$ cat config.mk
export PLATFORM = sky130hd
export DESIGN_NAME = lineosc_top
export DESIGN_NICKNAME = d
export VERILOG_FILES = /design/src/rtl/lineosc_pkg.sv /design/src/rtl/lineosc_datapath.sv /design/src/rtl/lineosc_control.sv /design/src/rtl/lineosc_top.sv
export SDC_FILE = /design/constraint.sdc
export NUM_CORES = 1
export LEC_CHECK = 0
export BUFFER_PORTS_ARGS = -buffer_cell sky130_fd_sc_hd__buf_4
export CAP_MARGIN = 20
export CELL_PAD_IN_SITES_DETAIL_PLACEMENT = 1
export CELL_PAD_IN_SITES_GLOBAL_PLACEMENT = 1
export CORE_MARGIN = 2
export CORE_UTILIZATION = 40
export CTS_CLUSTER_SIZE = 20
export DETAILED_ROUTE_END_ITERATION = 8
export PLACE_DENSITY = 0.81
export SYNTH_ARGS = -nofsm -noshare
export SYNTH_HDL_FRONTEND = slang
export SYNTH_SLANG_ARGS = --single-unit
$ cat constraint.sdc
create_clock -name clk -period 4 [get_ports clk]
set_clock_uncertainty 0.15 [all_clocks]
set_input_delay 0.8 -clock clk [delete_from_list [all_inputs] [get_ports clk]]
set_output_delay 0.8 -clock clk [all_outputs]
set_load 0.1 [all_outputs]
$ cat src/rtl/lineosc_pkg.sv
package lineosc_pkg;

  // Command from the sequencer to the datapath
  typedef struct packed {
    logic trimUp;
    logic trimDown;
  } trimCmd_t;

  // Events reported by the datapath to the sequencer
  typedef struct packed {
    logic lineWrap;   // divider passes from last count to zero
    logic inWindow;   // divider count lies in the coincidence window
    logic refValid;   // reference pulse that closes a full measurement
    logic oscSlow;    // fewer ticks than one line
    logic oscFast;    // more ticks than one line
  } dpStatus_t;

  localparam logic [1:0] GAIN_MAX = 2'b11;

endpackage

$ cat src/rtl/lineosc_datapath.sv
module lineosc_datapath
  import lineosc_pkg::*;
#(
  parameter int TRIM_W   = 6,
  parameter int DIV_LOG2 = 6,
  parameter int COIN_WIN = 4,
  parameter int MEAS_W   = DIV_LOG2 + 2
) (
  input  logic              clk,
  input  logic              rst,
  input  logic              oscTick,
  input  logic              refLine,
  input  logic              halfRate,
  input  trimCmd_t          cmd,
  output dpStatus_t         stat,
  output logic [TRIM_W-1:0] trimWord,
  output logic              hOut
);

  localparam int DIV_N = 1 << DIV_LOG2;
  localparam logic [DIV_LOG2-1:0] DIV_LAST  = '1;
  localparam logic [DIV_LOG2-1:0] DIV_ONE   = DIV_LOG2'(1);
  localparam logic [DIV_LOG2-1:0] WIN_START = DIV_LOG2'(DIV_N - COIN_WIN);
  localparam logic [DIV_LOG2-2:0] HALF_LAST = '1;
  localparam logic [MEAS_W-1:0]   MEAS_MAX  = '1;
  localparam logic [MEAS_W-1:0]   MEAS_ONE  = MEAS_W'(1);
  localparam logic [MEAS_W:0]     LINE_TICKS = (MEAS_W+1)'(DIV_N);
  localparam logic [TRIM_W-1:0]   TRIM_MAX  = '1;
  localparam logic [TRIM_W-1:0]   TRIM_MID  = TRIM_W'(1 << (TRIM_W - 1));
  localparam logic [TRIM_W-1:0]   TRIM_ONE  = TRIM_W'(1);

  logic [DIV_LOG2-1:0] divCnt;
  logic [MEAS_W-1:0]   tickCnt;
  logic [MEAS_W:0]     measN;
  logic                measValid;
  logic                fhPulse, fh2Pulse;
  logic                wrapNow, halfNow;

  assign wrapNow = oscTick && (divCnt == DIV_LAST);
  assign halfNow = oscTick && (divCnt[DIV_LOG2-2:0] == HALF_LAST);
  assign measN   = {1'b0, tickCnt} + {{MEAS_W{1'b0}}, oscTick};

  // Divider and line pulses
  always_ff @(posedge clk) begin
    if (rst) begin
      divCnt   <= '0;
      fhPulse  <= 1'b0;
      fh2Pulse <= 1'b0;
    end else begin
      if (oscTick) divCnt <= divCnt + DIV_ONE;
      fhPulse  <= wrapNow;
      fh2Pulse <= halfNow;
    end
  end

  // Output rate variant
  assign hOut = halfRate ? fhPulse : fh2Pulse;

  // Tick measurement between reference pulses
  always_ff @(posedge clk) begin
    if (rst) begin
      tickCnt   <= '0;
      measValid <= 1'b0;
    end else if (refLine) begin
      tickCnt   <= '0;
      measValid <= 1'b1;
    end else if (oscTick && tickCnt != MEAS_MAX) begin
      tickCnt <= tickCnt + MEAS_ONE;
    end
  end

  // Saturating trim counter
  always_ff @(posedge clk) begin
    if (rst) begin
      trimWord <= TRIM_MID;
    end else if (cmd.trimUp && trimWord != TRIM_MAX) begin
      trimWord <= trimWord + TRIM_ONE;
    end else if (cmd.trimDown && trimWord != '0) begin
      trimWord <= trimWord - TRIM_ONE;
    end
  end

  always_comb begin
    stat.lineWrap = wrapNow;
    stat.inWindow = (divCnt >= WIN_START);
    stat.refValid = refLine && measValid;
    stat.oscSlow  = (measN < LINE_TICKS);
    stat.oscFast  = (measN > LINE_TICKS);
  end

endmodule

$ cat src/rtl/lineosc_control.sv
module lineosc_control
  import lineosc_pkg::*;
#(
  parameter int CAL_LINES   = 2,
  parameter int BOOST_LINES = 11
) (
  input  logic      clk,
  input  logic      rst,
  input  logic      refLine,
  input  logic      hSync,
  input  logic      flyback,
  input  logic      vSync,
  input  logic      chanChange,
  input  logic [1:0] gainSel,
  input  dpStatus_t stat,
  output trimCmd_t  cmd,
  output logic      pdEnable,
  output logic [1:0] pdGain,
  output logic      notLocked,
  output logic      flybackMissing
);

  localparam int CAL_W   = $clog2(CAL_LINES + 1);
  localparam int BOOST_W = $clog2(BOOST_LINES + 1);
  localparam logic [CAL_W-1:0]   CAL_INIT   = CAL_W'(CAL_LINES);
  localparam logic [CAL_W-1:0]   CAL_ONE    = CAL_W'(1);
  localparam logic [BOOST_W-1:0] BOOST_INIT = BOOST_W'(BOOST_LINES);
  localparam logic [BOOST_W-1:0] BOOST_ONE  = BOOST_W'(1);

  logic [CAL_W-1:0]   calLeft;
  logic [BOOST_W-1:0] boostLeft;
  logic syncSeen, flySeen, vPrev;
  logic syncHit, calEn;

  assign syncHit = hSync && stat.inWindow;
  assign calEn   = (calLeft != '0) || notLocked;

  always_ff @(posedge clk) begin
    if (rst) begin
      calLeft        <= CAL_INIT;
      boostLeft      <= '0;
      notLocked      <= 1'b1;
      flybackMissing <= 1'b0;
      syncSeen       <= 1'b0;
      flySeen        <= 1'b0;
      vPrev          <= 1'b0;
    end else begin
      vPrev <= vSync;

      if (chanChange) calLeft <= CAL_INIT;
      else if (refLine && calLeft != '0) calLeft <= calLeft - CAL_ONE;

      if (vPrev && !vSync) boostLeft <= BOOST_INIT;
      else if (refLine && boostLeft != '0) boostLeft <= boostLeft - BOOST_ONE;

      if (stat.lineWrap) begin
        notLocked      <= !(syncSeen || syncHit);
        flybackMissing <= !(flySeen || flyback);
        syncSeen       <= 1'b0;
        flySeen        <= 1'b0;
      end else begin
        if (syncHit) syncSeen <= 1'b1;
        if (flyback) flySeen  <= 1'b1;
      end
    end
  end

  always_comb begin
    cmd.trimUp   = stat.refValid && stat.oscSlow && calEn;
    cmd.trimDown = stat.refValid && stat.oscFast && calEn;
  end

  assign pdEnable = (calLeft == '0);
  assign pdGain   = (boostLeft != '0) ? GAIN_MAX : gainSel;

endmodule

$ cat src/rtl/lineosc_top.sv
module lineosc_top
  import lineosc_pkg::*;
#(
  parameter int TRIM_W      = 6,
  parameter int DIV_LOG2    = 6,
  parameter int COIN_WIN    = 4,
  parameter int CAL_LINES   = 2,
  parameter int BOOST_LINES = 11
) (
  input  logic              clk,
  input  logic              rst,
  input  logic              oscTick,
  input  logic              refLine,
  input  logic              hSync,
  input  logic              flyback,
  input  logic              vSync,
  input  logic              chanChange,
  input  logic [1:0]        gainSel,
  input  logic              halfRate,
  output logic [TRIM_W-1:0] trimWord,
  output logic              pdEnable,
  output logic [1:0]        pdGain,
  output logic              notLocked,
  output logic              flybackMissing,
  output logic              hOut
);

  trimCmd_t  cmd;
  dpStatus_t stat;

  lineosc_datapath #(
    .TRIM_W(TRIM_W), .DIV_LOG2(DIV_LOG2), .COIN_WIN(COIN_WIN)
  ) u_dp (
    .clk(clk), .rst(rst), .oscTick(oscTick), .refLine(refLine),
    .halfRate(halfRate), .cmd(cmd), .stat(stat),
    .trimWord(trimWord), .hOut(hOut)
  );

  lineosc_control #(
    .CAL_LINES(CAL_LINES), .BOOST_LINES(BOOST_LINES)
  ) u_ctl (
    .clk(clk), .rst(rst), .refLine(refLine), .hSync(hSync),
    .flyback(flyback), .vSync(vSync), .chanChange(chanChange),
    .gainSel(gainSel), .stat(stat), .cmd(cmd), .pdEnable(pdEnable),
    .pdGain(pdGain), .notLocked(notLocked), .flybackMissing(flybackMissing)
  );

endmodule

==> reports/metrics.cfg <==
[power_and_ir_drop]
p_leak_nw = 0.9634
p_int_uw = 725.6
ir_worst_vdd_uv = 257.5
swShare = 0.3404
p_switching_uw = 374.6
power.density_nw_per_um2 = 496.8
clkPwrFrac = 0.346
power_frac_comb = 0.296
p_total_mw = 1.100
seq_power_share = 0.358

[run]
max_cap_viol_count = 0

[cts]
clock_path_buffers = 2
clk_pin_slew_ns = 0.08
clock_latency_ns = 0.28
cts.sinks = 34
h-tree-depth = 2
cts_tree = yes
cts-root-buf = clkbuf_8
ctsHoldBuffers = 0
cts_buffers = 5

[timing]
max_freq_mhz = 273.2
period_minus_slack_ns = 3.660
timing.hold.ws_ns = 0.3424
post-route-period-util = 0.9150
slew_headroom = 0.5544
tightest_slew_ns = 0.6634
grt_setup_unrepaired = false
finalHoldViolations = 0
slew_violations = 0
setup_viol = 0

[worst_setup_path]
reg2reg_depth = 14
critical_path_class = in -> reg
arrival_ns = 3.68
worstPathRequired_ns = 4.02
path_max_fanout = 4
end_kind = flop
start_kind = input pin

[yosys]
netlist_area_um2 = 1856
dominantRegCellSynth = dfxtp_1
synth_area_leaders = dfxtp_1, ha_1, nor2_1
yosysWarnings = 0
synth_top_area_frac = 0.3668
seq_area_frac_synth = 0.3668
synth_nets = 229
synth_cells = 206
ys_ff_latch = 34
async_reset_ff_frac = 0
yosysTopAreaCell = dfxtp_1
synth_area_per_cell_um2 = 9.007
post_synth_num_cell_types = 44
synth_edf_count = 0

[final_layout]
finalNetCount = 254
num-fill-cells = 527
final_cell_area_um2 = 2215
final_common_cell = dfxtp_1
layout_common_cells = dfxtp_1, nor2_1, buf_4
antenna_cells = 0
post-route-util = 0.5017
area.growth.synth_to_final_pct = 19.35
drive_gt1_frac = 0.2069

[route]
drt-total-wl_mm = 4.006
drt-initial-drc-count = 52
postRouteAntennaNets = 0
drc = 0
avgRoutedWirePerCell_um = 14.11
drtPass1Iterations = 4
vias = 1517
vias_per_cell = 5.342

[hold_path]
hold_depth = 2
min_path_type = reg -> reg

[placement]
port-buffer-count = 22
place.gp.congestion = 0.7954
dpl.hpwl_mm = 2.895
place_area_um2 = 2067

[die]
die_y_um = 72.11
num_rows = 24
die-area_um2 = 5200
ios = 23
core-area_um2 = 4414
die_w_um = 72.11
start_util = 0.4204

[global_routing]
grt.overflow.total = 0
grt_max_degree = 35
grt_pass1_wl_mm = 7.148
grt_usage = 0.1741
grt_pass1_vias = 1549
antenna_found_initial = 0

[run_status]
status = complete, no violations

==> stage by stage <==
step / TNS [ns] / worst slack, ns / cells
3_5_place_dp: -0.09071 / -0.09071 / 276
2_1_floorplan: 0 / 0.3521 / 206
4_1_cts: 0 / 0.1856 / 284
5_1_grt: 0 / 0.06112 / 284
3_3_place_gp: 0 / 0.07930 / 276
6_report: 0 / 0.3401 / 284
==> worst max-delay path, stage by stage <==
cell and delay, ns:
buf_4 0.11, ha_1 0.22, ha_1 0.23, inv_1 0.11, nand4_1 0.09, nor2b_4 0.15, nor3_2 0.29, nand2_1 0.19
ha_1 0.34, a211oi_2 0.27, o21bai_1 0.13, a21oi_2 0.18, nor4_1 0.08, a2111oi_1 0.38, nor3_1 0.10
==> metal layers <==
metal  vias to the layer above  part of all wire  track usage
met5                         -                 0            0
met4                         0            0.0075      0.08805
met1                       728              0.49       0.2282
met2                        16              0.47       0.2701
met3                         4             0.023      0.03750
li1                        769                 -            -
==> sequential cells by signal (all words and copies together), names as in the netlist <==
name and count:
u_dp.measValid 1, u_ctl.boostLeft 4, u_ctl.calLeft 2, u_ctl.vPrev 1
u_dp.tickCnt 8, u_ctl.flySeen 1, u_ctl.flybackMissing 1, u_dp.fhPulse 1
u_dp.divCnt 6, u_ctl.notLocked 1, u_dp.fh2Pulse 1, u_ctl.syncSeen 1
u_dp.trimWord 6
==> path summary, 6_finish.rpt <==
check | startpoint | slack, ns | endpoint
worst min-delay path | u_dp.measValid$_SDFFE_PP0P_ | 0.34 | u_dp.measValid$_SDFFE_PP0P_
worst max-delay path | oscTick | 0.34 | u_dp.trimWord[5]$_SDFFE_PP1P_
worst max register to register | u_dp.tickCnt[0]$_SDFFE_PP0P_ | 0.52 | u_dp.trimWord[5]$_SDFFE_PP1P_
worst min register to register | u_dp.measValid$_SDFFE_PP0P_ | 0.34 | u_dp.measValid$_SDFFE_PP0P_
==> cell families after synthesis <==
family / Yosys count / synth area share
simple gates: 88 / 0.2421
flops: 34 / 0.3668
compound gates: 28 / 0.1140
xor+xnor: 17 / 0.08025
buf+inv: 16 / 0.04045
fa+ha+maj: 12 / 0.08496
mux: 11 / 0.07148
==> area by class of cell <==
cell class                      count  area [um^2]  area share
Timing Repair Buffer               25        187.7     0.08475
Tap cell                           52        65.06     0.02938
Sequential cell                    34        680.7      0.3073
Inverter                            9        33.78     0.01525
Clock inverter                      3        68.82     0.03107
Multi-Input combinational cell    156         1110      0.5011
Clock buffer                        5        68.82     0.03107
==> power groups by stage <==
stage / registers, mW / logic (mW) / clock network, mW
2_1_floorplan: 0.441 / 0.214 / 0
3_3_place_gp: 0.400 / 0.315 / 0
3_5_place_dp: 0.401 / 0.325 / 0
4_1_cts: 0.393 / 0.326 / 0.395
5_1_grt: 0.398 / 0.358 / 0.410
6_report: 0.394 / 0.326 / 0.381
==> Yosys cell counts, types with 5 or more instances <==
library cell and n:
ha_1 11, a21oi_1 9, nand4_1 6, nand2_1 13
mux2i_1 5, nand2b_1 6, nor2b_1 6, nor2_1 29
xnor2_1 8, inv_1 9, dfxtp_1 34, nor3_1 11
xor2_1 9
==> what timing repair did <==
action,CTS,global route
buffers inserted,0,0
endpoints found under the setup margin,0,1
resized for setup,0,3
Power figures use the tool's default switching activity.
